--- config.mk ---
export PLATFORM = sky130hd
export DESIGN_NAME = adc_window_monitor
export DESIGN_NICKNAME = d
export VERILOG_FILES = /design/src/rtl/adcwin_pkg.sv /design/src/rtl/adcwin_timer.sv /design/src/rtl/adcwin_chan.sv /design/src/rtl/adcwin_capture.sv /design/src/rtl/adc_window_monitor.sv
export SDC_FILE = /design/constraint.sdc
export NUM_CORES = 1
export LEC_CHECK = 0
export ABC_AREA = 1
export BUFFER_PORTS_ARGS = -buffer_cell sky130_fd_sc_hd__clkbuf_2
export CORE_AREA = 2 2 98 100
export CTS_CLUSTER_SIZE = 10
export DETAILED_ROUTE_END_ITERATION = 10
export DIE_AREA = 0 0 100 102
export PLACE_DENSITY = 0.71
export SLEW_MARGIN = 10
export SYNTH_ARGS = -nofsm -noshare
export SYNTH_HDL_FRONTEND = slang
export SYNTH_SLANG_ARGS = --single-unit
--- constraint.sdc ---
create_clock -name clk -period 3.29 [get_ports clk]
set_input_delay 0.329 -clock clk [delete_from_list [all_inputs] [get_ports clk]]
set_output_delay 0.329 -clock clk [all_outputs]
set_load 0.02 [all_outputs]
--- src/rtl/adcwin_pkg.sv ---
// Shared constants and types for the ADC window monitor.
package adcwin_pkg;
    localparam int NUM_CH   = 3;
    localparam int NUM_GPIO = 2;
    typedef logic [NUM_CH-1:0] ch_mask_t;
endpackage

--- src/rtl/adcwin_timer.sv ---
// Interval timer: counts tick enables and issues a one-cycle sample request
// once the programmed number of ticks has been seen.
// Assumes tick_en is a single-cycle enable; an interval value of 0 acts as 1.
module adcwin_timer #(
    parameter int INTVL_W = 8
) (
    input  logic               clk,
    input  logic               rst_n,
    input  logic               tick_en,
    input  logic [INTVL_W-1:0] intvl,
    output logic               sample_req
);
    localparam int CW = INTVL_W + 1;

    logic [INTVL_W-1:0] cnt_q;
    logic [CW-1:0]      cnt_inc;
    logic [CW-1:0]      limit;
    logic               wrap;

    // Next count and the wrap decision against the effective limit.
    always_comb begin
        cnt_inc = {1'b0, cnt_q} + CW'(1);
        limit   = (intvl == '0) ? CW'(1) : {1'b0, intvl};
        wrap    = (cnt_inc >= limit);
    end

    // Tick counter and registered request pulse.
    always_ff @(posedge clk) begin
        if (!rst_n) begin
            cnt_q      <= '0;
            sample_req <= 1'b0;
        end else if (tick_en) begin
            sample_req <= wrap;
            cnt_q      <= wrap ? '0 : cnt_inc[INTVL_W-1:0];
        end else begin
            sample_req <= 1'b0;
        end
    end
endmodule

--- src/rtl/adcwin_chan.sv ---
// One channel's window comparator with edge detection.
// Flags a crossing when a valid sample lies outside [lo, hi] and the previous
// valid sample was inside. Assumes lo <= hi for a meaningful window.
module adcwin_chan #(
    parameter int ADC_W = 10
) (
    input  logic             clk,
    input  logic             rst_n,
    input  logic             sample_vld,
    input  logic [ADC_W-1:0] value,
    input  logic [ADC_W-1:0] lo,
    input  logic [ADC_W-1:0] hi,
    output logic             crossed
);
    logic outside_now;
    logic outside_q;

    // Strict comparison: equality with a limit counts as inside.
    always_comb begin
        outside_now = (value < lo) || (value > hi);
        crossed     = sample_vld && outside_now && !outside_q;
    end

    // Remember the window state of the most recent valid sample.
    always_ff @(posedge clk) begin
        if (!rst_n) begin
            outside_q <= 1'b0;
        end else if (sample_vld) begin
            outside_q <= outside_now;
        end
    end
endmodule

--- src/rtl/adcwin_capture.sv ---
// Snapshot register: stores channel values and GPIO levels on each valid
// sample and holds them until the next one.
module adcwin_capture #(
    parameter int DATA_W = 30,
    parameter int GPIO_W = 2
) (
    input  logic              clk,
    input  logic              rst_n,
    input  logic              sample_vld,
    input  logic [DATA_W-1:0] data_in,
    input  logic [GPIO_W-1:0] gpio_in,
    output logic [DATA_W-1:0] data_q,
    output logic [GPIO_W-1:0] gpio_q
);
    // Load on valid samples, otherwise hold.
    always_ff @(posedge clk) begin
        if (!rst_n) begin
            data_q <= '0;
            gpio_q <= '0;
        end else if (sample_vld) begin
            data_q <= data_in;
            gpio_q <= gpio_in;
        end
    end
endmodule

--- src/rtl/adc_window_monitor.sv ---
// ADC threshold crossing monitor: interval timer, per-channel window
// comparators with re-arm, snapshot and a merged single event pulse.
// Assumes adc_valid marks one cycle of results; events need report_en.
module adc_window_monitor
    import adcwin_pkg::*;
#(
    parameter int ADC_W   = 10,
    parameter int INTVL_W = 8
) (
    input  logic                     clk,
    input  logic                     rst_n,
    input  logic                     tick_en,
    input  logic [INTVL_W-1:0]       intvl,
    output logic                     sample_req,
    input  logic                     adc_valid,
    input  logic [NUM_CH*ADC_W-1:0]  adc_data,
    input  logic [NUM_GPIO-1:0]      gpio_lvl,
    input  logic [NUM_CH*ADC_W-1:0]  thr_lo,
    input  logic [NUM_CH*ADC_W-1:0]  thr_hi,
    input  logic                     report_en,
    output logic                     event_pulse,
    output logic [NUM_CH-1:0]        event_mask,
    output logic [NUM_CH*ADC_W-1:0]  snap_data,
    output logic [NUM_GPIO-1:0]      snap_gpio
);
    localparam int DATA_W = NUM_CH * ADC_W;

    ch_mask_t cross_vec;

    adcwin_timer #(.INTVL_W(INTVL_W)) u_timer (
        .clk        (clk),
        .rst_n      (rst_n),
        .tick_en    (tick_en),
        .intvl      (intvl),
        .sample_req (sample_req)
    );

    for (genvar g = 0; g < NUM_CH; g++) begin : g_chan
        adcwin_chan #(.ADC_W(ADC_W)) u_chan (
            .clk        (clk),
            .rst_n      (rst_n),
            .sample_vld (adc_valid),
            .value      (adc_data[g*ADC_W +: ADC_W]),
            .lo         (thr_lo[g*ADC_W +: ADC_W]),
            .hi         (thr_hi[g*ADC_W +: ADC_W]),
            .crossed    (cross_vec[g])
        );
    end

    adcwin_capture #(.DATA_W(DATA_W), .GPIO_W(NUM_GPIO)) u_capture (
        .clk        (clk),
        .rst_n      (rst_n),
        .sample_vld (adc_valid),
        .data_in    (adc_data),
        .gpio_in    (gpio_lvl),
        .data_q     (snap_data),
        .gpio_q     (snap_gpio)
    );

    // Merge channel crossings into one gated event with its mask.
    always_ff @(posedge clk) begin
        if (!rst_n) begin
            event_pulse <= 1'b0;
            event_mask  <= '0;
        end else if (report_en && (cross_vec != '0)) begin
            event_pulse <= 1'b1;
            event_mask  <= cross_vec;
        end else begin
            event_pulse <= 1'b0;
            event_mask  <= '0;
        end
    end
endmodule

==> results.cfg <==
[outcome]
status = complete, no violations

[timing]
clock_skew_ns = 0.00541
fin_crit_sh_pct = 66.5
period_minus_slack_ns = 2.19
setup_violations = 0
fin_setup_tns_ns = 0
slew_headroom_pct = 29.1
tightest_slew_ns = 1.06
hold_viol_final = 0
worst_slack_ns = 1.10
rsz0062_at_grt = false
timing.fmax_mhz = 457
slew_violations = 0

[final_layout]
post-route-cell-area_sq_um = 4520
area_growth_pct = 25.5
fin_nets = 835
antenna_cells = 0
finalNonFillerCells = 776
drive_above_1_share_pct = 23.5

[clock_network]
clk_pin_slew_ns = 0.09
numCtsBuffers = 5
cts_root_buffer = clkbuf_8
postCtsSetupBuffers = 0
cts.path.max_buffers = 2
worstSkewPairLatency_ns = 0.30
postCtsHoldBufs = 0
cts.sinks = 48
ctsResizeCount = 0
cts_tree = done
cts_max_level = 2

[critical_path]
worstPathRequired_ns = 3.49
cp_max_fo = 9
ff2ff_setup_slack_ns = 1.10
r2r_start = u_timer.cnt_q[0]$_SDFFE_PN0P_
crit_slowest_cell = dfxtp_1
r2r_end = u_timer.sample_req$_SDFF_PN0_
crit_path_end_kind = flop
worstSetupStartpointType = flop
ff2ff_path_depth = 11
arrival_ns = 2.39
crit_chain = ha_1 > nand3_2 > nor2_2 > xor2_1 > ha_1 > a21oi_1 > o211ai_1 > nor2_2 > nand3_4 > nand3_1 > inv_1
worstSetupPathType = flop to flop
slowest_delay_ns = 0.41

[yosys]
synthMostInstantiatedCell = inv_1
ys_ff_latch = 48
yosysWarnings = 0
synth_cell_types = 23
synthesis.nets = 699
synth_edf_count = 0
synth_cells = 528
async_flop_share_pct = 0
ys_dominant_reg_cell = dfxtp_1
synth_common_cells = inv_1 (103), nand2_1 (86), nor2_1 (84)
ys_top_cells_by_area = dfxtp_1 (27%), ha_1 (23%), inv_1 (11%)
synthesis.area_sq_um = 3600
synth.avg_cell_area_sq_um = 6.82
yosysTopAreaCellShare_pct = 26.7
yosysSeqAreaShare_pct = 26.7
synth.largest_area_cell = dfxtp_1

[grt]
grt_pass1_vias = 3584
antenna_found_initial = 0
grt_max_degree = 43
grt_overflow = 0
grt_use_total_pct = 17.3
grt_pass1_wl_mm = 14.7

[worst_hold_path]
min_from = gpio_lvl[1]
min_to = u_capture.gpio_q[1]$_SDFFE_PN0P_
hold_class = primary input to flop
hold_depth = 3

[job]
max_cap_violations = 0

[place]
preCtsSetupSlack_ns = 1.10
gp_congestion = 0.816
dp_hpwl_mm = 7.17
post_dp_cell_area_sq_um = 4410
port_buffers = 141
place_inst = 768

[route]
wl_per_cell_microns = 11.2
drt-initial-drc-count = 69
drc = 0
ant_nets = 0
wirelength_mm = 8.72
vias = 3599
avgViaCountPerCell = 4.64
drtPass1Iterations = 4

[floorplan]
start_util_pct = 39.5
row_count = 35
pin_count = 142
dieArea_sq_um = 10200
die_w_microns = 100
core_sq_um = 9110
die_h_microns = 102

[power]
power_mw = 1.53
p_per_area_nw_per_um2 = 337
ir_worst_vdd_uv = 191
p_leak_nw = 2.70
-- sequential cells by signal, summed over array words and instances, names as in the netlist --
| name | cells |
|---|---|
| event_pulse | 1 |
| event_mask | 3 |
| u_timer.sample_req | 1 |
| u_capture.data_q | 30 |
| u_timer.cnt_q | 8 |
| u_capture.gpio_q | 2 |
| g_chan.u_chan.outside_q | 3 |
-- critical path, delay by kind of cell (launching register included) --
kind | cells | cell delay (ns)
AOI/OAI and AO/OA | 2 | 0.26
and+or+nand+nor | 5 | 0.65
DFF | 1 | 0.41
xor gates and xnor gates | 1 | 0.21
adders and majority gates | 2 | 0.52
buffers and inverters | 1 | 0.05
-- routing by layer --
metal	share of wire (%)	wire, microns	global-route usage [%]	vias to the layer above
met5	0	0	0	-
met3	4.8	415	2.87	5
met1	45	3910	20.3	1567
met4	0.40	35	2.95	0
li1	-	-	-	1940
met2	50	4360	33.4	87
-- per-stage QoR --
stage	util, %	hold slack, ns
6_report	49.6	0.249
5_1_grt	49.6	0.253
4_1_cts	49.6	0.242
3_5_place_dp	48.4	0.459
3_3_place_gp	48.4	0.447
2_1_floorplan	-	0.438
-- power by group --
| part | total, mW | internal (mW) | switching [mW] | leakage, nW |
|---|---|---|---|---|
| combinational | 0.442 | 0.184 | 0.258 | 2.24 |
| sequential | 0.646 | 0.622 | 0.0241 | 0.398 |
| clock | 0.437 | 0.229 | 0.208 | 0.0583 |
-- layout by cell type, fill, tap and decap left out, drive strengths merged --
| cell | instances |
|---|---|
| o21bai | 1 |
| xor2 | 6 |
| inv | 103 |
| o21ai | 41 |
| a21o | 4 |
| nand3 | 20 |
| nand3b | 3 |
| nor2 | 86 |
| a21oi | 37 |
| dfxtp | 48 |
| clkinv | 2 |
| clkbuf | 146 |
| nor4 | 1 |
| ha | 66 |
| nand4 | 6 |
| o21a | 4 |
| nand2 | 86 |
| buf | 1 |
| o211ai | 1 |
| bufinv | 1 |
| a41o | 1 |
| nor4b | 1 |
-- area by class of cell --
class | instances | area [sq um]
tap | 111 | 139
fill | 955 | 4590
sequential | 48 | 961
clock buffer | 5 | 68.8
inverter | 103 | 387
timing repair buffer | 142 | 713
clock inverter | 3 | 47.5
multi-input combinational | 364 | 2210
-- logic make-up after synthesis --
kind of cell    Yosys count  share of synthesized area [%]
flops                    48                           26.7
xor+xnor                  6                           1.46
simple gates            203                           23.7
fa+ha+maj                66                           22.9
compound gates           89                           13.2
buf+inv                 116                           12.1
-- worst max path at each step --
stage                                   from                            end  slack (ns)  depth (start not counted)
2_1_floorplan  u_timer.cnt_q[0]$_SDFFE_PN0P_  u_timer.sample_req$_SDFF_PN0_        1.33                         11
5_1_grt        u_timer.cnt_q[0]$_SDFFE_PN0P_  u_timer.cnt_q[3]$_SDFFE_PN0P_        0.86                         10
3_5_place_dp   u_timer.cnt_q[0]$_SDFFE_PN0P_  u_timer.sample_req$_SDFF_PN0_        1.10                         11
4_1_cts        u_timer.cnt_q[0]$_SDFFE_PN0P_  u_timer.sample_req$_SDFF_PN0_        1.10                         11
3_3_place_gp   u_timer.cnt_q[0]$_SDFFE_PN0P_  u_timer.sample_req$_SDFF_PN0_        1.19                         11
6_report       u_timer.cnt_q[0]$_SDFFE_PN0P_  u_timer.sample_req$_SDFF_PN0_        1.10                         11
Power figures use the tool's default switching activity.
